`src/rtl/lsp_park_ctrl.sv`:
```
module lsp_park_ctrl #(
  parameter int STW = 4,
  parameter logic [STW-1:0] ST_TLR = 4'hF,
  parameter logic [STW-1:0] ST_RTI = 4'hC,
  parameter logic [STW-1:0] ST_PDR = 4'h3,
  parameter logic [STW-1:0] ST_PIR = 4'hB
) (
  input  logic           tck,
  input  logic           trst_n,
  input  logic [STW-1:0] bridge_state,
  input  logic           bb_tms,
  input  logic           park_req,
  input  logic [1:0]     park_tgt,
  input  logic           unpark_req,
  input  logic           soft_rst_req,
  output logic           local_tms,
  output logic           port_active
);

  localparam logic [1:0] P_TLR = 2'd0;
  localparam logic [1:0] P_RTI = 2'd1;
  localparam logic [1:0] P_PDR = 2'd2;
  localparam logic [1:0] P_PIR = 2'd3;

  logic [1:0] park_q;
  logic       pend_q, act_q, tms_q;
  logic       sync_hit, follow, parked_tlr, park_ok;

  always_comb begin
    case (park_q)
      P_TLR, P_RTI: sync_hit = (bridge_state == ST_RTI);
      P_PDR:        sync_hit = (bridge_state == ST_PDR);
      default:      sync_hit = (bridge_state == ST_PIR);
    endcase
  end

  assign follow     = act_q | (pend_q & sync_hit);
  assign parked_tlr = !act_q && !pend_q && (park_q == P_TLR);
  assign park_ok    = park_req && (act_q || parked_tlr);

  always_ff @(posedge tck or negedge trst_n) begin
    if (!trst_n) begin
      park_q <= P_TLR;
      pend_q <= 1'b0;
      act_q  <= 1'b0;
    end else if (bridge_state == ST_TLR || soft_rst_req) begin
      park_q <= P_TLR;
      pend_q <= 1'b0;
      act_q  <= 1'b0;
    end else if (park_ok) begin
      park_q <= park_tgt;
      pend_q <= 1'b0;
      act_q  <= 1'b0;
    end else if (unpark_req && !act_q && !pend_q) begin
      pend_q <= 1'b1;
    end else if (pend_q && sync_hit) begin
      pend_q <= 1'b0;
      act_q  <= 1'b1;
    end
  end

  always_ff @(negedge tck or negedge trst_n) begin
    if (!trst_n)     tms_q <= 1'b1;
    else if (follow) tms_q <= bb_tms;
    else if (pend_q) tms_q <= 1'b0;
    else             tms_q <= parked_tlr;
  end

  assign local_tms   = tms_q;
  assign port_active = act_q;

endmodule


```
`config.mk`:
```
export PLATFORM = sky130hd
export DESIGN_NAME = lsp_park_ctrl
export DESIGN_NICKNAME = d
export VERILOG_FILES = /design/src/rtl/lsp_park_ctrl.sv
export SDC_FILE = /design/constraint.sdc
export NUM_CORES = 1
export LEC_CHECK = 0
export BUFFER_PORTS_ARGS = -buffer_cell sky130_fd_sc_hd__buf_2
export CORE_AREA = 3 3 40 42
export CTS_CLUSTER_SIZE = 30
export DETAILED_ROUTE_END_ITERATION = 8
export DIE_AREA = 0 0 43 45
export PLACE_DENSITY = 0.46
export SYNTH_ARGS = -nofsm -noshare
export SYNTH_HDL_FRONTEND = slang
export SYNTH_SLANG_ARGS = --single-unit
```
`constraint.sdc`:
```
create_clock -name tck -period 1.6 [get_ports tck]
set_input_delay 0.32 -clock tck [delete_from_list [all_inputs] [get_ports tck]]
set_output_delay 0.32 -clock tck [all_outputs]
set_load 0.02 [all_outputs]
```
==> flow_metrics.tcl, run 1 <==
set metrics [dict create \
    status "finished, violations left" \
    violations "negative setup slack" \
    dieWidth_um 43 \
    cp_max_fo 1 \
    worst_slew_pin_slew_ns 0.226 \
    area_delta_synth_final_pct 76.4 \
    cts_buffer_depth 2 \
    track_usage_pct 10.6 \
    grt_start_max_net_pins 7 \
    ant_nets 0 \
    cts_sinks 5 \
    syn_inst 32 \
    nets 73 \
    holdPathStages 3 \
    avgViaCountPerCell 4.64 \
    nFillCells 130 \
    drive_gt1_share_pct 55.0 \
    root_buffer "clkbuf_4" \
    critPathCaptureType "output port" \
    grt_pass1_wl_um 1450 \
    num_rows 13 \
    required_ns 1.28 \
    core_mm2 0.00128 \
    gp_congestion 0.735 \
    setup_viol 2 \
    num_vias 348 \
    power.leakage_nw 0.258 \
    ys_types 21 \
    worstSetupStartpointType "flip-flop" \
    die_h_um 45 \
    fin_area_um2 534 \
    synth_nets 44 \
    die-area_mm2 0.00194 \
    htreeDepth 1 \
    slowest_stage "dfstp_2" \
    synthArstFlopShare_pct 100 \
    ys_seq_area_share_pct 41.7 \
    finalHoldViolCount 0 \
    rr_worst_depth 3 \
    synth_commonest_cells "dfrtp_1, nand2_1, a21oi_1" \
    yosys_register_bits 5 \
    post-route-drc-count 0 \
    ir_worst_vdd_mv 0.470 \
    rsz0062_at_grt "yes" \
    clk_latency_ns 0.29 \
    ys_warn_count 0 \
    maxCapViolCount 0 \
    fin_ws_ns -0.431 \
    arrival_ns 1.71 \
    min_path_type "in2reg" \
    dr.pass1.iters 4 \
    p_per_area_mw_per_mm2 787 \
    antennaDiodeCount 0 \
    place_area_um2 467 \
    grt_pass1_vias 366 \
    wl_per_cell_um 11.1 \
    portBuffers 13 \
    crit_type "reg2out" \
    antenna_found_initial 0 \
    slew_violations 0 \
    path_depth 1 \
    finalClockSkew_ns 0.0591 \
    synth_enable_flop_cells 0 \
    power_w 0.000420 \
    path_delay_family "flip-flops" \
    clkTransAtPathRegs_ns 0.04 \
    preCtsSetupSlack_ns -0.258 \
    cts_tree "done" \
    cpPeakStageDelay_ns 0.51 \
    grt-ovfl-total 0 \
    slew_headroom_pct 84.9 \
    drt-initial-drc-count 2 \
    yosys.area.top_type_share_pct 33.1 \
    start_util_pct 23.6 \
    yosys-top-cells-area "dfrtp_1, dfstp_2, a21oi_1" \
    numCtsBuffers 3 \
    crit_path_cell_trace "buf_6" \
    crit_buf_inv 1 \
    netlist_area_um2 303 \
    yosysTopAreaCell "dfrtp_1" \
    wl_um 829 \
    ios 14 \
    avgSynthCellArea_um2 9.46 \
    synth-main-ff-cell "dfrtp_1" \
]
## repair_timing
action	in CTS	in global routing
hold endpoints to repair	4	0
resized for setup	6	0
hold buffers	1	0
pin swaps	2	1
buffers inserted	1	0
endpoints found under the setup margin	2	2
cloned	0	0
## power by group
group | switching (W) | internal, W | total, W | leakage (nW)
clock network | 0.0000501 | 0.0000973 | 0.000147 | 0.0203
registers | 0.0000101 | 0.000142 | 0.000153 | 0.0632
logic | 0.0000514 | 0.0000689 | 0.000120 | 0.174
## cells by family after synthesis
| group | Yosys count | share of synthesized area [%] |
|---|---|---|
| mux | 1 | 3.31 |
| simple gates | 12 | 24.0 |
| buf+inv | 2 | 2.48 |
| flops | 5 | 41.7 |
| compound gates | 11 | 25.6 |
| xor+xnor | 1 | 2.89 |
## placed cells by master (no fill, tap or decap), types with 2 or more instances in the layout
master	n
a21oi_1	3
buf_2	12
buf_4	10
clkbuf_4	3
dfrtp_1	3
inv_1	2
nand2_1	4
o211ai_1	2
## flip-flops by register name, indices dropped and copies added, names as in the netlist
register	flops
port_active	1
park_q	2
pend_q	1
local_tms	1
## worst paths after layout
check | from | endpoint | slack (ns)
worst min-delay path | park_tgt[1] | park_q[1]$_DFFE_PN0N_ | 0.38
worst max register to register | park_q[1]$_DFFE_PN0N_ | local_tms$_DFF_NN1_ | -0.13
max in group asynchronous | trst_n | local_tms$_DFF_NN1_ | 0.22
min in group asynchronous | trst_n | port_active$_DFFE_PN0P_ | 0.43
worst max-delay path | local_tms$_DFF_NN1_ | local_tms | -0.43
worst min register to register | pend_q$_DFFE_PN0P_ | port_active$_DFFE_PN0P_ | 0.70
## through the flow
| step | util (%) | setup TNS [ns] | std cells | hold slack, ns |
|---|---|---|---|---|
| after floorplan | - | -0.210 | 32 | 0.0244 |
| after global placement | 36.3 | -0.383 | 69 | 0.136 |
| after detailed placement | 36.3 | -0.417 | 69 | 0.135 |
| after CTS | 41.6 | -0.592 | 75 | 0.374 |
| after global routing | 41.6 | -0.613 | 75 | 0.369 |
| final | 41.6 | -0.557 | 75 | 0.380 |
## cell type report
cell class	instances	area [µm²]	share of cell area [%]
clock buffers	4	26.3	4.92
clock inverters	1	3.75	0.703
inverters	1	3.75	0.703
multi-input cells	25	198	37.0
flip-flops and latches	5	128	23.9
well taps	15	18.8	3.51
repair buffers	24	156	29.3
## layer usage
metal	vias to the layer above	part of all wire [%]	GRT usage, %	routed length (µm)
met5	-	0	0	0
met2	8	55	19.2	456
met1	155	40	10.5	328
met3	0	5.2	6.37	43
li1	185	-	-	-
met4	0	0	1.81	0
## worst register-to-register path, stage by stage (launching register included)
cell and delay [ns]:
dfrtp_2 0.43, and4b_2 0.24, a22oi_2 0.15, o21ai_1 0.08
(Power assumes the default switching activity.)
==> run 2: changes to the inputs <==
--- a/config.mk
+++ b/config.mk
@@ -6,11 +6,13 @@
 export NUM_CORES = 1
 export LEC_CHECK = 0
 export BUFFER_PORTS_ARGS = -buffer_cell sky130_fd_sc_hd__buf_2
+export CELL_PAD_IN_SITES_DETAIL_PLACEMENT = 1
+export CELL_PAD_IN_SITES_GLOBAL_PLACEMENT = 1
 export CORE_AREA = 3 3 40 42
 export CTS_CLUSTER_SIZE = 30
 export DETAILED_ROUTE_END_ITERATION = 8
 export DIE_AREA = 0 0 43 45
-export PLACE_DENSITY = 0.46
+export PLACE_DENSITY = 0.58
 export SYNTH_ARGS = -nofsm -noshare
 export SYNTH_HDL_FRONTEND = slang
 export SYNTH_SLANG_ARGS = --single-unit
==> constraint.sdc (replaced) <==
create_clock -name tck -period 1.6 [get_ports tck]
set_input_delay 0.08 -clock tck [delete_from_list [all_inputs] [get_ports tck]]
set_output_delay 0.08 -clock tck [all_outputs]
set_load 0.02 [all_outputs]
==> flow_metrics.tcl, run 2 (synthesis results as in run 1) <==
set metrics [dict create \
    slowest_stage "dfstp_2" \
    slew_headroom_pct 81.7 \
    internal-power_w 0.000296 \
    use_met2_pct 23.1 \
    crit_buf_inv 1 \
    dr.pass1.iters 2 \
    mostFrequentLayoutCells "buf_2, buf_4, nand2_1, dfrtp_1" \
    fin_area_um2 504 \
    ff_latch_area_um2 126 \
    crit_path_cell_trace "buf_6" \
    largest_reg_flops 2 \
    setup_tns_ns -0.298 \
    num_vias 349 \
    worstSetupStartpointType "flip-flop" \
    min_path_type "in2reg" \
    cts_buffer_depth 2 \
    dieWidth_um 43 \
    antenna_found_initial 0 \
    grt-ovfl-total 0 \
    place_area_um2 452 \
    busiest_layer "met2" \
    p_comb_share_pct 27.8 \
    core_mm2 0.00128 \
    fin_ws_ns -0.190 \
    holdPathStages 3 \
    die_h_um 45 \
    status "finished, violations left" \
    rr_startpoint "park_q[1]$_DFFE_PN0N_" \
    grt_start_max_net_pins 7 \
    finalHoldViolCount 0 \
    regMostFlops "park_q" \
    drive_gt1_share_pct 50.9 \
    pwr-share-seq_pct 36.8 \
    final_util_pct 39.2 \
    cpPeakStageDelay_ns 0.51 \
    path_delay_family "flip-flops" \
    wl_um 972 \
    clkTransAtPathRegs_ns 0.04 \
    gr-usage-met3_pct 2.39 \
    avgViaCountPerCell 4.85 \
    power.share.switching_pct 28.3 \
    required_ns 1.52 \
    finalClockSkew_ns 0.0545 \
    rr_worst_depth 3 \
    wl_per_cell_um 13.5 \
    clk_latency_ns 0.29 \
    maxCapViolCount 0 \
    critPathCaptureType "output port" \
    final_common_cell "buf_2" \
    num_rows 13 \
    cts_sinks 5 \
    grt_pass1_vias 402 \
    rsz0062_at_grt "yes" \
    die-area_mm2 0.00194 \
    portBuffers 13 \
    drt-initial-drc-count 3 \
    use_met1_pct 12.0 \
    cts_tree "done" \
    crit_type "reg2out" \
    htreeDepth 1 \
    slew_violations 0 \
    ant_nets 0 \
    ff2ff_setup_slack_ns -0.11 \
    start_util_pct 23.6 \
    ios 14 \
    antennaDiodeCount 0 \
    dp_hpwl_um 865 \
    post-route-drc-count 0 \
    cp_max_fo 1 \
    worst_slew_pin_slew_ns 0.275 \
    hold_end "park_q[0]$_DFFE_PN0N_" \
    p_per_area_mw_per_mm2 819 \
    power_switching_w 0.000117 \
    numCtsBuffers 3 \
    nFillCells 161 \
    hp-start "park_tgt[0]" \
    area_delta_synth_final_pct 66.5 \
    fin_hold_ws_ns 0.136 \
    violations "negative setup slack" \
    root_buffer "clkbuf_4" \
    multi_input_area_um2 191 \
    power_frac_clock_pct 35.4 \
    arrival_ns 1.71 \
    gp_congestion 0.657 \
    nets 70 \
    track_usage_pct 11.6 \
    grt_pass1_wl_um 1660 \
    reg2reg_to "local_tms$_DFF_NN1_" \
    ir_worst_vdd_mv 0.386 \
    setup_viol 2 \
    power.leakage_nw 0.247 \
]
run 2: through the flow:
step	power [W]	setup slack (ns)	std cells
after CTS	0.000426	-0.206	72
after global placement	0.000261	-0.188	67
final	0.000413	-0.190	72
after floorplan	0.000206	-0.135	32
after detailed placement	0.000265	-0.173	67
after global routing	0.000445	-0.220	72
run 2: power groups by stage:
stage	sequential, W	combinational [W]	clock (W)
final	0.000152	0.000115	0.000146
after detailed placement	0.000152	0.000106	0.00000782
after global routing	0.000154	0.000126	0.000165
after CTS	0.000152	0.000117	0.000157
after global placement	0.000152	0.000101	0.00000782
after floorplan	0.000160	0.0000388	0.00000782
run 2: worst max-delay path by stage:
stage / from / end / slack (ns) / cells past startpoint
floorplan: park_q[1]$_DFFE_PN0N_ / local_tms$_DFF_NN1_ / -0.14 / 3
global placement: park_q[0]$_DFFE_PN0N_ / local_tms$_DFF_NN1_ / -0.19 / 3
detailed placement: park_q[1]$_DFFE_PN0N_ / local_tms$_DFF_NN1_ / -0.17 / 3
CTS: local_tms$_DFF_NN1_ / local_tms / -0.21 / 1
global route: local_tms$_DFF_NN1_ / local_tms / -0.22 / 1
finish: local_tms$_DFF_NN1_ / local_tms / -0.19 / 1
run 2: cell type report:
cell class | instances | area share [%]
multi-input cells | 25 | 38.0
repair buffers | 21 | 26.6
flip-flops and latches | 5 | 25.1
clock buffers | 3 | 4.47
well taps | 15 | 3.72
clock inverters | 2 | 1.49
inverters | 1 | 0.744
run 2: layer usage:
layer  share of wire, %  up-vias  routed length (µm)
met2                 60        7                 587
met4                  0        0                   0
met1                 36      168                 352
li1                   -      174                   -
met5                  0        -                   0
met3                3.3        0                  32
run 2: timing repair:
item                                    CTS  global route
buffers inserted                          0             0
pin swaps                                 1             1
endpoints found under the setup margin    2             2
endpoints found under the hold margin     4             0
hold buffers                              1             0
resized for setup                         4             0
==> run 3: changes to the inputs <==
==> config.mk (replaced) <==
export PLATFORM = sky130hd
export DESIGN_NAME = lsp_park_ctrl
export DESIGN_NICKNAME = d
export VERILOG_FILES = /design/src/rtl/lsp_park_ctrl.sv
export SDC_FILE = /design/constraint.sdc
export NUM_CORES = 1
export LEC_CHECK = 0
export BUFFER_PORTS_ARGS = -buffer_cell sky130_fd_sc_hd__buf_2
export CELL_PAD_IN_SITES_DETAIL_PLACEMENT = 2
export CELL_PAD_IN_SITES_GLOBAL_PLACEMENT = 2
export CORE_MARGIN = 3
export CORE_UTILIZATION = 23
export CTS_CLUSTER_SIZE = 30
export DETAILED_ROUTE_END_ITERATION = 8
export PLACE_DENSITY = 0.72
export SYNTH_ARGS = -nofsm -noshare
export SYNTH_HDL_FRONTEND = slang
export SYNTH_SLANG_ARGS = --single-unit
==> flow_metrics.tcl, run 3 (synthesis results as in run 1) <==
set metrics [dict create \
    regMostFlops "park_q" \
    clkTransAtPathRegs_ns 0.04 \
    grt_pass1_vias 429 \
    min_path_type "in2reg" \
    arrival_ns 1.73 \
    power_w 0.000447 \
    track_usage_pct 16.2 \
    start_util_pct 25.9 \
    wl_um 1300 \
    dp_hpwl_um 905 \
    crit_path_cell_trace "buf_6" \
    wl_per_cell_um 17.8 \
    slowest_stage "dfstp_2" \
    ir_worst_vdd_mv 0.352 \
    hold_end "park_q[1]$_DFFE_PN0N_" \
    fin_area_um2 539 \
    power.share.switching_pct 31.2 \
    worstSetupStartpointType "flip-flop" \
    cts_sinks 5 \
    final_common_cell "buf_2" \
    drt-initial-drc-count 3 \
    internal-power_w 0.000308 \
    dr.pass1.iters 4 \
    rr_startpoint "park_q[1]$_DFFE_PN0N_" \
    setup_viol 2 \
    numCtsBuffers 3 \
    num_vias 381 \
    nFillCells 127 \
    preCtsSetupSlack_ns -0.224 \
    maxCapViolCount 0 \
    gp_congestion 0.712 \
    holdPathStages 3 \
    pwr-share-seq_pct 34.4 \
    antenna_found_initial 0 \
    root_buffer "clkbuf_4" \
    cts_buffer_depth 2 \
    status "finished, violations left" \
    htreeDepth 1 \
    die-area_mm2 0.00179 \
    grt_start_max_net_pins 7 \
    ios 14 \
    portBuffers 13 \
    post-route-drc-count 0 \
    power_frac_clock_pct 35.8 \
    cts_tree "done" \
    area_delta_synth_final_pct 78.1 \
    rr_worst_depth 3 \
    num_rows 12 \
    reg2reg_to "local_tms$_DFF_NN1_" \
    fin_cells 73 \
    crit_buf_inv 1 \
    slew_headroom_pct 79.2 \
    fin_ws_ns -0.214 \
    largest_reg_flops 2 \
    dp_cells 66 \
    rsz0062_at_grt "yes" \
    clk_latency_ns 0.31 \
    place_area_um2 450 \
    cpPeakStageDelay_ns 0.51 \
    p_per_area_mw_per_mm2 829 \
    finalClockSkew_ns 0.0687 \
    path_delay_family "flip-flops" \
    crit_type "reg2out" \
    power_switching_w 0.000140 \
    power.leakage_nw 0.253 \
    avgViaCountPerCell 5.22 \
    finalHoldViolCount 0 \
    p_comb_share_pct 29.8 \
    ff2ff_setup_slack_ns -0.16 \
    setup_tns_ns -0.374 \
    nets 72 \
    dieWidth_um 42.3 \
    required_ns 1.52 \
    grt_pass1_wl_um 2040 \
    die_h_um 42.3 \
    ant_nets 0 \
    violations "negative setup slack" \
    hp-start "park_tgt[1]" \
    grt-ovfl-total 0 \
    critPathCaptureType "output port" \
    mostFrequentLayoutCells "buf_2, buf_4, nand2_1" \
    drive_gt1_share_pct 57.6 \
    antennaDiodeCount 0 \
    slew_violations 0 \
    cp_max_fo 1 \
    worst_slew_pin_slew_ns 0.312 \
    core_mm2 0.00117 \
]
run 3: changes by cell type in the layout (fill, tap and decap cells not counted), sizes merged:
cell  previous run  this run
buf             20        22
run 3: cell type report:
cell class	count	area [µm²]	area share [%]
Clock inverter	2	7.51	1.39
Sequential cell	5	128	23.7
Timing Repair Buffer	23	153	28.3
Inverter	1	3.75	0.696
Clock buffer	3	22.5	4.18
Tap cell	14	17.5	3.25
Multi-Input combinational cell	25	208	38.5
run 3: worst max-delay path by stage:
stage                               start                   to  slack, ns  depth (start not counted)
global route          local_tms$_DFF_NN1_            local_tms      -0.25                          1
floorplan           park_q[1]$_DFFE_PN0N_  local_tms$_DFF_NN1_      -0.14                          3
global placement    park_q[0]$_DFFE_PN0N_  local_tms$_DFF_NN1_      -0.20                          3
detailed placement  park_q[1]$_DFFE_PN0N_  local_tms$_DFF_NN1_      -0.22                          3
finish                local_tms$_DFF_NN1_            local_tms      -0.21                          1
CTS                   local_tms$_DFF_NN1_            local_tms      -0.23                          1
run 3: routing by layer:
metal	track usage (%)	up-vias	wire length, µm
met3	6.44	2	56
met2	28.9	12	744
li1	-	177	-
met5	0	-	0
met4	9.32	0	26
met1	15.3	190	472
run 3: timing repair:
| action | in CTS | in global routing |
|---|---|---|
| hold endpoints to repair | 4 | 0 |
| hold buffers | 1 | 0 |
| setup buffers | 2 | 1 |
| setup endpoints to repair | 2 | 3 |
| pin swaps | 1 | 2 |
| gates resized for setup | 3 | 6 |
run 3: power groups by stage:
stage	sequential, W	combinational, W	clock [W]
2_1_floorplan	0.000160	0.0000388	0.00000782
4_1_cts	0.000151	0.000119	0.000167
3_3_place_gp	0.000151	0.000100	0.00000782
3_5_place_dp	0.000152	0.000105	0.00000782
5_1_grt	0.000155	0.000145	0.000178
6_report	0.000154	0.000133	0.000160
run 3: per-stage QoR:
stage / hold slack (ns) / util [%]
2_1_floorplan: -0.216 / -
3_3_place_gp: -0.0963 / 38.5
3_5_place_dp: -0.0946 / 38.5
4_1_cts: 0.118 / 43.8
5_1_grt: 0.124 / 46.0
6_report: 0.121 / 46.0
